`config.mk`:
```
export PLATFORM = sky130hd
export DESIGN_NAME = addSubSignMag
export DESIGN_NICKNAME = d
export VERILOG_FILES = /design/src/rtl/addSubSignMag_pkg.sv /design/src/rtl/smRippleAdder.sv /design/src/rtl/smNegate.sv /design/src/rtl/smControl.sv /design/src/rtl/smDatapath.sv /design/src/rtl/addSubSignMag.sv
export SDC_FILE = /design/constraint.sdc
export NUM_CORES = 1
export LEC_CHECK = 0
export BUFFER_PORTS_ARGS = -buffer_cell sky130_fd_sc_hd__buf_2
export CORE_AREA = 3 3 40 42
export DETAILED_ROUTE_END_ITERATION = 12
export DIE_AREA = 0 0 43 45
export SYNTH_ARGS = -nofsm -noshare
export SYNTH_HDL_FRONTEND = slang
export SYNTH_SLANG_ARGS = --single-unit
export TNS_END_PERCENT = 30
```
`constraint.sdc`:
```
create_clock -name vclk -period 2.1
set_input_delay 0.21 -clock vclk [all_inputs]
set_output_delay 0.21 -clock vclk [all_outputs]
set_load 0.01 [all_outputs]
```
`src/rtl/addSubSignMag_pkg.sv`:
```
package addSubSignMag_pkg;

  // Strobes from the control decode to the datapath
  typedef struct packed {
    logic invertB;      // complement the second operand
    logic carryIn;      // carry into the lowest stage
    logic unsignedAdd;  // end carry means overflow
    logic unsignedSub;  // missing end carry means negative
    logic signedMode;   // extended sign bit decides the sign
  } ctrlStrobes_t;

endpackage

```
`src/rtl/smRippleAdder.sv`:
```
module smRippleAdder #(
  parameter int WIDTH = 4
) (
  input  logic [WIDTH-1:0] x,
  input  logic [WIDTH-1:0] y,
  input  logic             cin,
  output logic [WIDTH-1:0] sum,
  output logic             cout
);
  logic [WIDTH:0] carry;

  assign carry[0] = cin;

  for (genvar i = 0; i < WIDTH; i++) begin : g_stage
    assign sum[i]     = x[i] ^ y[i] ^ carry[i];
    assign carry[i+1] = (x[i] & y[i]) | (carry[i] & (x[i] ^ y[i]));
  end

  assign cout = carry[WIDTH];
endmodule

```
`src/rtl/smNegate.sv`:
```
module smNegate #(
  parameter int WIDTH = 4
) (
  input  logic [WIDTH-1:0] value,
  output logic [WIDTH-1:0] negated
);
  // Two's complement: invert, then ripple-increment
  logic [WIDTH:0] incCarry;

  assign incCarry[0] = 1'b1;

  for (genvar i = 0; i < WIDTH; i++) begin : g_inc
    assign negated[i]    = ~value[i] ^ incCarry[i];
    assign incCarry[i+1] = ~value[i] & incCarry[i];
  end
endmodule

```
`src/rtl/smControl.sv`:
```
module smControl
  import addSubSignMag_pkg::*;
(
  input  logic         opSub,
  input  logic         fmtSigned,
  output ctrlStrobes_t strobes
);
  always_comb begin
    strobes.invertB     = opSub;
    strobes.carryIn     = opSub;
    strobes.unsignedAdd = ~fmtSigned & ~opSub;
    strobes.unsignedSub = ~fmtSigned & opSub;
    strobes.signedMode  = fmtSigned;
  end
endmodule

```
`src/rtl/smDatapath.sv`:
```
module smDatapath
  import addSubSignMag_pkg::*;
#(
  parameter int WIDTH = 4
) (
  input  logic [WIDTH-1:0] opA,
  input  logic [WIDTH-1:0] opB,
  input  ctrlStrobes_t     strobes,
  output logic             ovf,
  output logic             signOut,
  output logic [WIDTH-1:0] magOut
);
  localparam int MSB = WIDTH - 1;

  logic [WIDTH-1:0] bSel;
  logic [WIDTH-1:0] rawSum;
  logic             rawCarry;
  logic             extSign;
  logic             isNegative;
  logic [WIDTH-1:0] negSum;

  assign bSel = opB ^ {WIDTH{strobes.invertB}};

  smRippleAdder #(.WIDTH(WIDTH)) u_adder (
    .x   (opA),
    .y   (bSel),
    .cin (strobes.carryIn),
    .sum (rawSum),
    .cout(rawCarry)
  );

  // Bit WIDTH of the sign-extended sum
  assign extSign = opA[MSB] ^ bSel[MSB] ^ rawCarry;

  always_comb begin
    if (strobes.unsignedSub) begin
      isNegative = ~rawCarry;
    end else if (strobes.signedMode) begin
      isNegative = extSign;
    end else begin
      isNegative = 1'b0;
    end
  end

  always_comb begin
    if (strobes.unsignedAdd) begin
      ovf = rawCarry;
    end else if (strobes.signedMode) begin
      ovf = extSign & ~|rawSum;   // exactly -2^WIDTH
    end else begin
      ovf = 1'b0;
    end
  end

  smNegate #(.WIDTH(WIDTH)) u_neg (
    .value  (rawSum),
    .negated(negSum)
  );

  assign signOut = isNegative;
  assign magOut  = isNegative ? negSum : rawSum;
endmodule

```
`src/rtl/addSubSignMag.sv`:
```
module addSubSignMag
  import addSubSignMag_pkg::*;
#(
  parameter int WIDTH = 4
) (
  input  logic [WIDTH-1:0] opA,
  input  logic [WIDTH-1:0] opB,
  input  logic             opSub,
  input  logic             fmtSigned,
  output logic             ovf,
  output logic             signOut,
  output logic [WIDTH-1:0] magOut
);
  ctrlStrobes_t strobes;

  smControl u_ctrl (
    .opSub    (opSub),
    .fmtSigned(fmtSigned),
    .strobes  (strobes)
  );

  smDatapath #(.WIDTH(WIDTH)) u_dp (
    .opA    (opA),
    .opB    (opB),
    .strobes(strobes),
    .ovf    (ovf),
    .signOut(signOut),
    .magOut (magOut)
  );
endmodule

```
==> summary.md <==
| Metric | Value |
|---|---|
| Outcome | finished, violations left |
| Failing checks | setup timing |
| Share of cells above drive strength 1 | 0.6327 |
| Final period util | 1.120 |
| Wire per inst | approximately 7.2 µm |
| Die Span Y | between 40 and 50 µm |
| Cells after Synth | 29 |
| Critical-path cell list | buf_2, mux2i_1, fa_1, inv_1, fa_2, fa_2, nand2b_4, nand2_4, mux2_4, buf_2 |
| Vias | 240 |
| All-layer global routing usage | 0.04925 |
| Mux contribution to synthesized area | 0.1217 |
| Port Buffers | 16 |
| Max cap viols | 0 |
| Synth Area in Compound Gates | 0.05652 |
| Worst IR Drop VDD | around 180 µV |
| DR DRC count | 0 |
| Crit-path slowest cell | fa_2 |
| Die Area | approximately 0.0019 mm² |
| Seq/Total Area, Yosys | 0 |
| Data arrival, critical path | between 2 and 2.5 ns |
| RSZ-0062 raised after global routing | true |
| Slew HR | 0.8151 |
| Termination of the worst setup path | magOut[2] |
| Largest family of logic cells by synthesized area | adder cells |
| Max Freq | roughly 0.43 GHz |
| Setup ws final | -0.2520 ns |
| Slowest stage delay, CP | around 0.38 ns |
| Syn Area/Cell | 9.923 µm² |
| Simple-Gate Fraction of Synth Area | 0.1739 |
| Seq cells | 0 |
| Clkbuf count | 0 |
| Placer Congestion | 0.6606 |
| Max FO, Critical Path | 3 |
| Switching part of the total power | 0.4621 |
| Std cell rows | 13 |
| Yosys warning total | 0 |
| Yosys cell types | 15 |
| CP required | about 1.9 ns |
| CP Capture Type | output port |
| Nets | 67 |
| Number of global-route vias before repair | around 200 |
| Hold Crit Depth | 3 |
| Most frequent cells in the layout | buf_2 (16), inv_1 (7), buf_4 (5) |
| Xor/xnor cell area share of the yosys netlist | 0.1522 |
| Util after Layout | 0.3505 |
| First-pass GRT wire length | between 700 and 800 µm |
| Die W | between 40 and 50 µm |
| Reg power frac | 0 |
| Synthesis-to-layout area growth | 56.52% |
| Area of the mapped netlist | ~290 µm² |
| Crit Path Class | in -> out |
| Final Setup Violations | 5 |
| Commonest non-fill, non-tap cell in the layout | buf_2 |
| Pleak | approximately 0.00025 µW |
| Multi-input logic area | 287.8 µm² |
| Hold Crit Start | fmtSigned |
| Comb power frac | 1.000 |
| Cell Int Power | ~110 µW |
| Worst-margin pin slew | roughly 0.28 ns |
| Hold bufs inserted after CTS | 0 |
| Top Ports | 16 |
| Post-Synth Adder-Cell Area | 0.3652 |
| Detail Route Antenna Nets | 0 |
| Final hold violations | 0 |
| Starting density of the core | 0.2240 |
| Minimum clock period | about 2.4 ns |
| Critical path launch point type | input port |
| Switching Power | about 92 µW |
| Core area | ~0.0013 mm² |
| Hold WC Path Type | in -> out |
| Max-slew violation count | 0 |
| Post-DP HPWL | 471 µm |
| Largest net degree at the start of global routing | 5 |
| Fill count | 143 |
| Clock Power Share | 0 |
| Worst Setup SP | opB[0] |
| Antenna violations before repair | 0 |
| Ant diodes | 0 |
| Syn_nets | 45 |
| 1st-iter DRT viols | 0 |
| Worst hold margin | between 0.7 and 0.8 ns |
| 1st-pass router iterations | 1 |
| Register area | 0 µm² |
| Pwr Density | about 440 mW/mm² |
| Detailed Route WL | roughly 460 µm |
| Remaining Overflow, GRT | 0 |
| Vias per inst | ~3.8 |
[cell families (layout without fill, tap and decap cells)]
kind of cell,count (synthesis),count (layout)
buffers and inverters,8,28
XOR/XNOR,5,5
adder cells (fa/ha/maj),6,6
AO/OA/AOI/OAI,2,2
AND/OR/NAND/NOR,5,5
multiplexers,3,3
[worst min path at each step]
stage | slack (ns) | to
after floorplan | 0.51 | ovf
final | 0.76 | ovf
after global routing | 0.80 | magOut[0]
after global placement | 0.77 | magOut[0]
after detailed placement | 0.77 | magOut[0]
after CTS | 0.77 | ovf
[power groups by stage]
stage                     sequential (µW)  clock, µW  combinational, µW
after floorplan                         0          0                121
after global routing                    0          0                224
after detailed placement                0          0                188
after global placement                  0          0                187
after CTS                               0          0                194
final                                   0          0                199
[repair_timing]
action	4_1_cts	5_1_grt
resized for setup	2	1
endpoints found under the setup margin	5	5
setup buffers	0	0
hold endpoints to repair	0	0
[synthesized netlist by cell type]
master	n	area (µm²)
inv_1	7	26.28
fa_1	4	80.08
xnor2_1	3	26.28
ha_1	2	25.02
mux2i_1	2	20.02
xor2_1	2	17.52
a21oi_2	1	8.760
buf_6	1	11.26
mux2_4	1	15.01
nand2_1	1	3.750
nand2_4	1	11.26
nand2b_1	1	6.260
nand3b_4	1	20.02
nor4b_1	1	8.760
o31ai_1	1	7.510
[through the flow]
step / worst slack, ns / power [µW] / area (µm²) / instances / TNS, ns
floorplan: -0.09937 / 121.0 / 307.8 / 29 / -0.2874
global placement: -0.2902 / 186.9 / 432.9 / 64 / -1.084
detailed placement: -0.3074 / 187.8 / 432.9 / 64 / -1.091
CTS: -0.2573 / 194.2 / 441.7 / 64 / -0.9164
global route: -0.3456 / 223.7 / 450.4 / 64 / -1.399
finish: -0.2520 / 199.2 / 450.4 / 64 / -0.8689
[layout make-up]
| type | instances | area share |
|---|---|---|
| inverters | 7 | 0.05833 |
| multi-input cells | 21 | 0.6389 |
| well taps | 15 | 0.04167 |
| repair buffers | 21 | 0.2611 |
[per-layer routing]
layer | wire length [µm] | global-route usage
met5 | 0 | 0
met4 | 0 | 0
met3 | 44 | 0.007968
met2 | 233 | 0.08383
met1 | 185 | 0.07039
[critical path, delay by kind of cell]
family                   cells  cell delay, ns
AND/OR/NAND/NOR              2            0.24
buffers and inverters        3            0.29
multiplexers                 2            0.50
adder cells (fa/ha/maj)      3            0.90
Power figures use the tool's default switching activity.
